--- config.mk ---
export PLATFORM = sky130hd
export DESIGN_NAME = usb_irq_status
export DESIGN_NICKNAME = d
export VERILOG_FILES = /design/src/rtl/irq_pkg.sv /design/src/rtl/irq_sticky_bank.sv /design/src/rtl/irq_dma_summary.sv /design/src/rtl/usb_irq_status.sv
export SDC_FILE = /design/constraint.sdc
export NUM_CORES = 1
export LEC_CHECK = 0
export ABC_AREA = 1
export ABC_CLOCK_PERIOD_IN_PS = 3700
export CAP_MARGIN = 5
export CORE_ASPECT_RATIO = 1.2
export CORE_MARGIN = 10
export CORE_UTILIZATION = 44
export CTS_CLUSTER_DIAMETER = 80
export DETAILED_ROUTE_END_ITERATION = 6
export PLACE_DENSITY = 0.86
export SLEW_MARGIN = 5
export SYNTH_ARGS = -nofsm -noshare
export SYNTH_HDL_FRONTEND = slang
export SYNTH_HIERARCHICAL = 1
export SYNTH_SLANG_ARGS = --single-unit
--- constraint.sdc ---
create_clock -name clk -period 3.7 [get_ports clk]
set_clock_uncertainty 0.2 [all_clocks]
set_input_delay 0.555 -clock clk [delete_from_list [all_inputs] [get_ports clk]]
set_output_delay 0.555 -clock clk [all_outputs]
set_load 0.02 [all_outputs]
--- src/rtl/irq_pkg.sv ---
package irq_pkg;
    localparam int NUM_EP    = 8;
    localparam int EP_IDX_W  = $clog2(NUM_EP);
    localparam int NUM_BEV   = 5;
    localparam int REASON_W  = 8;
    localparam int STAT_W    = 32;
    localparam int EP_BASE   = 16;
    localparam int EP_BITS   = 2 * NUM_EP;
    localparam int DMA_POS   = 5;

    typedef enum int {
        BEV_BUSRST = 0,
        BEV_RESUME = 1,
        BEV_SUSP   = 2,
        BEV_PSOF   = 3,
        BEV_SOF    = 4
    } bev_pos_e;

    typedef enum logic {
        SEL_STATUS = 1'b0,
        SEL_REASON = 1'b1
    } reg_sel_e;

    typedef struct packed {
        logic              we;
        reg_sel_e          sel;
        logic [STAT_W-1:0] data;
    } reg_wr_t;

    function automatic int ep_rx_pos(input int idx);
        return EP_BASE + 2 * idx;
    endfunction

    function automatic int ep_tx_pos(input int idx);
        return EP_BASE + 2 * idx + 1;
    endfunction
endpackage

--- src/rtl/irq_sticky_bank.sv ---
module irq_sticky_bank #(
    parameter int W = 8
) (
    input  logic         clk,
    input  logic         rst,
    input  logic [W-1:0] set_i,
    input  logic [W-1:0] clr_i,
    output logic [W-1:0] q_o,
    output logic [W-1:0] nxt_o
);
    logic [W-1:0] q;

    for (genvar b = 0; b < W; b++) begin : g_bit
        always_comb nxt_o[b] = set_i[b] | (q[b] & ~clr_i[b]);
        always_ff @(posedge clk) begin
            if (rst) q[b] <= 1'b0;
            else     q[b] <= nxt_o[b];
        end
    end

    assign q_o = q;


    sticky_hold_chk: assert property (@(posedge clk) disable iff (rst)
        1'b1 |=> ((($past(q) & ~$past(clr_i)) & ~q) == '0));


    set_wins_chk: assert property (@(posedge clk) disable iff (rst)
        (|set_i) |=> ((q & $past(set_i)) == $past(set_i)));
endmodule

--- src/rtl/irq_dma_summary.sv ---
module irq_dma_summary (
    input  logic clk,
    input  logic rst,
    input  logic set_i,
    input  logic clr_i,
    input  logic reason_any_i,
    output logic q_o,
    output logic nxt_o
);
    logic q;

    always_comb nxt_o = set_i | (q & ~clr_i) | (~q & reason_any_i);

    always_ff @(posedge clk) begin
        if (rst) q <= 1'b0;
        else     q <= nxt_o;
    end

    assign q_o = q;


    dma_set_chk: assert property (@(posedge clk) disable iff (rst)
        set_i |=> q);


    dma_reassert_chk: assert property (@(posedge clk) disable iff (rst)
        (!q && reason_any_i) |=> q);
endmodule

--- src/rtl/usb_irq_status.sv ---
module usb_irq_status
    import irq_pkg::*;
(
    input  logic                clk,
    input  logic                rst,
    input  logic [NUM_EP-1:0]   ep_tx_evt,
    input  logic [NUM_EP-1:0]   ep_rx_evt,
    input  logic [NUM_BEV-1:0]  bus_evt,
    input  logic [REASON_W-1:0] dma_evt,
    input  logic                reg_addr,
    input  logic                reg_we,
    input  logic [STAT_W-1:0]   reg_wdata,
    output logic [STAT_W-1:0]   rd_data,
    output logic                irq_o
);
    reg_wr_t wr;
    logic [STAT_W-1:0]   stat_clr;
    logic [REASON_W-1:0] rsn_clr;
    logic [EP_BITS-1:0]  ep_set, ep_q, ep_nxt;
    logic [NUM_BEV-1:0]  bev_q, bev_nxt;
    logic [REASON_W-1:0] rsn_q, rsn_nxt;
    logic                sum_q, sum_nxt;
    logic [STAT_W-1:0]   status_word;
    logic                irq_q;

    always_comb begin
        wr.we   = reg_we;
        wr.sel  = reg_sel_e'(reg_addr);
        wr.data = reg_wdata;
        stat_clr = (wr.we && wr.sel == SEL_STATUS) ? wr.data : '0;
        rsn_clr  = (wr.we && wr.sel == SEL_REASON) ? wr.data[REASON_W-1:0] : '0;
    end

    for (genvar i = 0; i < NUM_EP; i++) begin : g_ep
        assign ep_set[ep_rx_pos(i) - EP_BASE] = ep_rx_evt[i];
        assign ep_set[ep_tx_pos(i) - EP_BASE] = ep_tx_evt[i];
    end

    irq_sticky_bank #(.W(EP_BITS)) u_ep_bank (
        .clk(clk), .rst(rst),
        .set_i(ep_set),
        .clr_i(stat_clr[EP_BASE +: EP_BITS]),
        .q_o(ep_q), .nxt_o(ep_nxt)
    );

    irq_sticky_bank #(.W(NUM_BEV)) u_bev_bank (
        .clk(clk), .rst(rst),
        .set_i(bus_evt),
        .clr_i(stat_clr[NUM_BEV-1:0]),
        .q_o(bev_q), .nxt_o(bev_nxt)
    );

    irq_sticky_bank #(.W(REASON_W)) u_rsn_bank (
        .clk(clk), .rst(rst),
        .set_i(dma_evt),
        .clr_i(rsn_clr),
        .q_o(rsn_q), .nxt_o(rsn_nxt)
    );

    irq_dma_summary u_dma_sum (
        .clk(clk), .rst(rst),
        .set_i(|dma_evt),
        .clr_i(stat_clr[DMA_POS]),
        .reason_any_i(|rsn_q),
        .q_o(sum_q), .nxt_o(sum_nxt)
    );

    always_comb begin
        status_word = '0;
        status_word[EP_BASE +: EP_BITS] = ep_q;
        status_word[NUM_BEV-1:0]        = bev_q;
        status_word[DMA_POS]            = sum_q;
    end

    always_ff @(posedge clk) begin
        if (rst) irq_q <= 1'b0;
        else     irq_q <= (|ep_nxt) | (|bev_nxt) | sum_nxt;
    end

    logic unused_rsn_nxt;
    assign unused_rsn_nxt = ^rsn_nxt;

    assign irq_o   = irq_q;
    assign rd_data = (reg_sel_e'(reg_addr) == SEL_REASON)
                   ? {{(STAT_W-REASON_W){1'b0}}, rsn_q} : status_word;


    irq_level_chk: assert property (@(posedge clk) disable iff (rst)
        irq_q == (status_word != '0));
endmodule

Word level (Yosys, flattened, before mapping)
Index checks and enable logic that the tools add are counted.

Memory bits (writable): 0. Latch bits: 0. Input port bits: 65. Flip-flop bits (word level): 31. ROM bits: 0. Memories kept: 0. Output and inout bits: 33. Word-level logic and storage cells: 136.

Bitwise operators: 96. Order comparisons: 0. Eq/ne operators: 0. Add/sub/neg operators: 0. Muxes and demuxes: 3. Divide/modulo/power cells: 0. Shift-type cells: 0. Multipliers: 0. Reductions and logical operators: 6.

Operator list (number): $mux W32 (2); $or A1 B1 Y1 (33); $not A1 Y1 (32); $and A1 B1 Y1 (31); $reduce_or A16 Y1 (1); $reduce_or A8 Y1 (2); $mux W8 (1); $reduce_or A5 Y1 (1); $logic_and A1 B1 Y1 (2).

Logic depth before layout (Yosys ltp)
Depth after elaboration: 9. Gate-level depth with buffers: 14. Gate-level depth less buffers: 12.

Hierarchy
Netlist, hierarchy kept.

Modules (own cells, without submodules): irq_sticky_bank (u_ep_bank) (cells an instance 98, sequential area each 320.3 sq um, area each 716.9 sq um, times used 1); usb_irq_status (cells an instance 155, sequential area each 20.0 sq um, area each 714.4 sq um, times used 1); irq_sticky_bank (u_rsn_bank) (cells an instance 49, sequential area each 160.2 sq um, area each 361.6 sq um, times used 1); irq_sticky_bank (u_bev_bank) (cells an instance 30, sequential area each 100.1 sq um, area each 200.2 sq um, times used 1); irq_dma_summary (cells an instance 10, sequential area each 20.0 sq um, area each 62.6 sq um, times used 1).

Worst setup path after synthesis
Ideal clock, no wire load.

Path kind: input -> register. From: input reg_addr. To: register irq_q (netlist: irq_o). Setup slack: 1796 ps. Setup time: 109 ps. Required time: 3391 ps. Stages: 13. Arrival time: 1595 ps. Path buffers: 2. Path through: buf_6 inv_8 nand2_4 buf_6 nor2_2 inv_1 nand2_1 nand2_1 or2_0 nor2_1 nand3_1 nand2_1 inv_1.

Word-level cells in the longest chain between the ends: 9. Elaborated cells on any way between the ends: 74. Classes of those cells: 1 x mux; 70 x bitwise; 3 x reduce/logical.

Ends and longest elaborated chain: from (decl) (RTL line usb_irq_status.sv:10) `input logic reg_addr,`; $not A1 Y1 (RTL line usb_irq_status.sv:30) `stat_clr = (wr.we && wr.sel == SEL_STATUS) ? wr.data : '0;`; $logic_and A1 B1 Y1 (RTL line usb_irq_status.sv:30); $mux W32 (RTL line usb_irq_status.sv:30); via stat_clr[17] (RTL line usb_irq_status.sv:17) `logic [STAT_W-1:0] stat_clr;`; $not A1 Y1 (RTL line irq_sticky_bank.sv:14) `always_comb nxt_o[b] = set_i[b] | (q[b] & ~clr_i[b]);`; $and A1 B1 Y1 (RTL line irq_sticky_bank.sv:14); $or A1 B1 Y1 (RTL line irq_sticky_bank.sv:14); via ep_nxt[1] (RTL line usb_irq_status.sv:19) `logic [EP_BITS-1:0] ep_set, ep_q, ep_nxt;`; $reduce_or A16 Y1 (RTL line usb_irq_status.sv:77) `else irq_q <= (|ep_nxt) | (|bev_nxt) | sum_nxt;`; $or A1 B1 Y1 (2 in series) (RTL line usb_irq_status.sv:77); to (signal assigned) (RTL line usb_irq_status.sv:77); to (decl) (RTL line usb_irq_status.sv:24) `logic irq_q;`.

The timed path passes the listed nets, and every way through them passes these cells. A chain may end at the register's enable or synchronous reset.

Final worst setup path
From: input reg_addr. To: output rd_data[5].

Word-level cells in the longest chain between the ends: 1.

Ends and longest elaborated chain: $mux W32 (RTL line usb_irq_status.sv:85) `? {{(STAT_W-REASON_W){1'b0}}, rsn_q} : status_word;`; to (decl) (RTL line usb_irq_status.sv:13) `output logic [STAT_W-1:0] rd_data,`.

Every way passes these cells.

==> reports/qor.csv <==
metric,value,unit
die width,81.9,µm
Static Leak,0.00146,µW
TNS Setup,0,ns
filler cell count,414,
vias,1950,
ANT cells,0,
final setup fails,0,
Core ar.,4530,µm²
DRT Wirelength,5.26,mm
row count,27,
Post-Layout Cell Count,471,
minimum clock period,2.88,ns
slew at the pin with the worst max-slew slack,0.786,ns
Worst path max stage delay,0.64,ns
# IOs,98,
Area Overhead vs Synth,41.3,%
global placer's final weighted congestion,0.781,
placed insts,465,
clk slew on worst S/H paths,0.06,ns
Port Buffers,81,
first-pass GRT wire length,8.61,mm
Syn Std Cell Area,2030,µm²
Setup crit end,rd_data[5],
r2r startpoint,u_rsn_bank/q_o[7],
PostCTS Resize Cnt,0,
unrepaired setup endpoints after global routing,no,
Avg Inst Size Synth,6.06,µm²
required time of the critical path,2.94,ns
DRT antenna net count,0,
Reg2Reg Depth,10,
initial antenna violation count,0,
CTS tree,built,
Max Slew Vio Count,0,
Die Footprint,7730,µm²
slew margin rel.,0.476,
Detailed Routing Iterations Pass 1,4,
DIE HEIGHT,94.3,µm
DPL Wire Length,4.20,mm
Final Cycle Share,0.778,
Reg2Reg Setup Slack,2.03,ns
status,completed,
total grt overflow,0,
Routed WL per cell,11.2,µm
type of element capturing the critical path,output pin,
fin util,0.632,
CTS root buffer,clkbuf_8,
largest net degree at the start of global routing,32,
vias in the first global route,1984,
CP max FO,26,
crit-path cells,"clkdlybuf4s50_1, buf_4, nand2_1, nand2_1, clkdlybuf4s50_1",
DR DRC count,0,
Critical-path top delay cell,clkdlybuf4s50_1,
final hold vios,0,
WP depth,5,
# hold bufs at CTS,0,
critical path class,in -> out,
H-tree lvl count,2,
clock insertion delay at the later pin of the skew report,0.28,ns
pwr dens,297,nW/µm²
Post-Syn Instances,334,
"CP delay by family, top",buffers and inverters,
Worst Setup Start Kind,input port,
fmax,347,MHz
Final #Nets,479,
number of buffers on the longest clock path,2,
initial DRC count,84,
starting density of the core,0.447,
CTS buffer count,5,
GRT Total Usage,0.140,
CTS sink count,31,
Worst Setup SP,reg_addr,
WP buf/inv,3,
worst flop-to-flop path endpoint,irq_o,
Peak supply drop,0.000286,V
Via-to-Cell Ratio,4.14,
postcts setup bufs,0,
yosys warns,6,
CP Data Arrival Time,2.12,ns
Hold WC Path Type,reg -> reg,
MaxCap Viol Count,0,
share of layout cells above drive strength 1,0.0944,
-- how the worst min path moves through the flow --
stage                                    to               from  slack [ns]  cells after the start
after CTS                 u_ep_bank/q_o[10]  u_ep_bank/q_o[10]        0.29                      2
after floorplan           u_bev_bank/q_o[1]  u_bev_bank/q_o[1]        0.25                      2
after global routing      u_rsn_bank/q_o[6]  u_rsn_bank/q_o[6]        0.32                      2
final                     u_ep_bank/q_o[10]  u_ep_bank/q_o[10]        0.28                      2
after detailed placement  u_ep_bank/q_o[10]  u_ep_bank/q_o[10]        0.28                      2
after global placement    u_bev_bank/q_o[3]  u_bev_bank/q_o[3]        0.27                      2
-- report_power, final --
part	internal [µW]	switching, µW
Combinational	117	120
Clock	125	117
Sequential	358	13.6
Total	600	251
-- state kept, by name (all words and copies together) (netlist names) --
signal	count
irq_o	1
u_bev_bank/q_o	5
u_dma_sum/q_o	1
u_ep_bank/q_o	16
u_rsn_bank/q_o	8
-- layout by cell type, fill, tap and decap left out, drive strengths merged --
master	n
a21oi	29
buf	2
clkbuf	6
clkdlybuf4s50	80
conb	8
dfxtp	31
inv	108
nand2	83
nand3	2
nor2	59
nor4	4
or2	1
-- worst min-delay path: stages (launching register included) --
cell     delay [ns]
dfxtp_1        0.31
nand2_1        0.07
a21oi_1        0.05
-- metal layers --
layer,share of wire,global-route usage,vias up
li1,-,-,1070
met1,0.40,0.143,804
met2,0.49,0.247,69
met5,0,0,-
met3,0.10,0.0642,7
met4,0.0099,0.0440,0
-- metrics by stage --
step	power [µW]	hold WS [ns]	area, µm²	setup WS [ns]
3_3_place_gp	612	0.270	2790	0.829
4_1_cts	865	0.287	2860	0.817
3_5_place_dp	617	0.278	2790	0.821
2_1_floorplan	517	0.254	2050	1.80
6_report	851	0.280	2860	0.821
5_1_grt	903	0.316	2860	0.718
-- layout make-up --
class,instances,area [µm²],share of cell area
multi-input cells,186,870,0.304
repair buffers,82,813,0.284
flip-flops and latches,31,621,0.217
inverters,108,413,0.144
clock buffers,6,72.6,0.0254
well taps,58,72.6,0.0254
No activity file was read; power rests on OpenSTA's default activity.
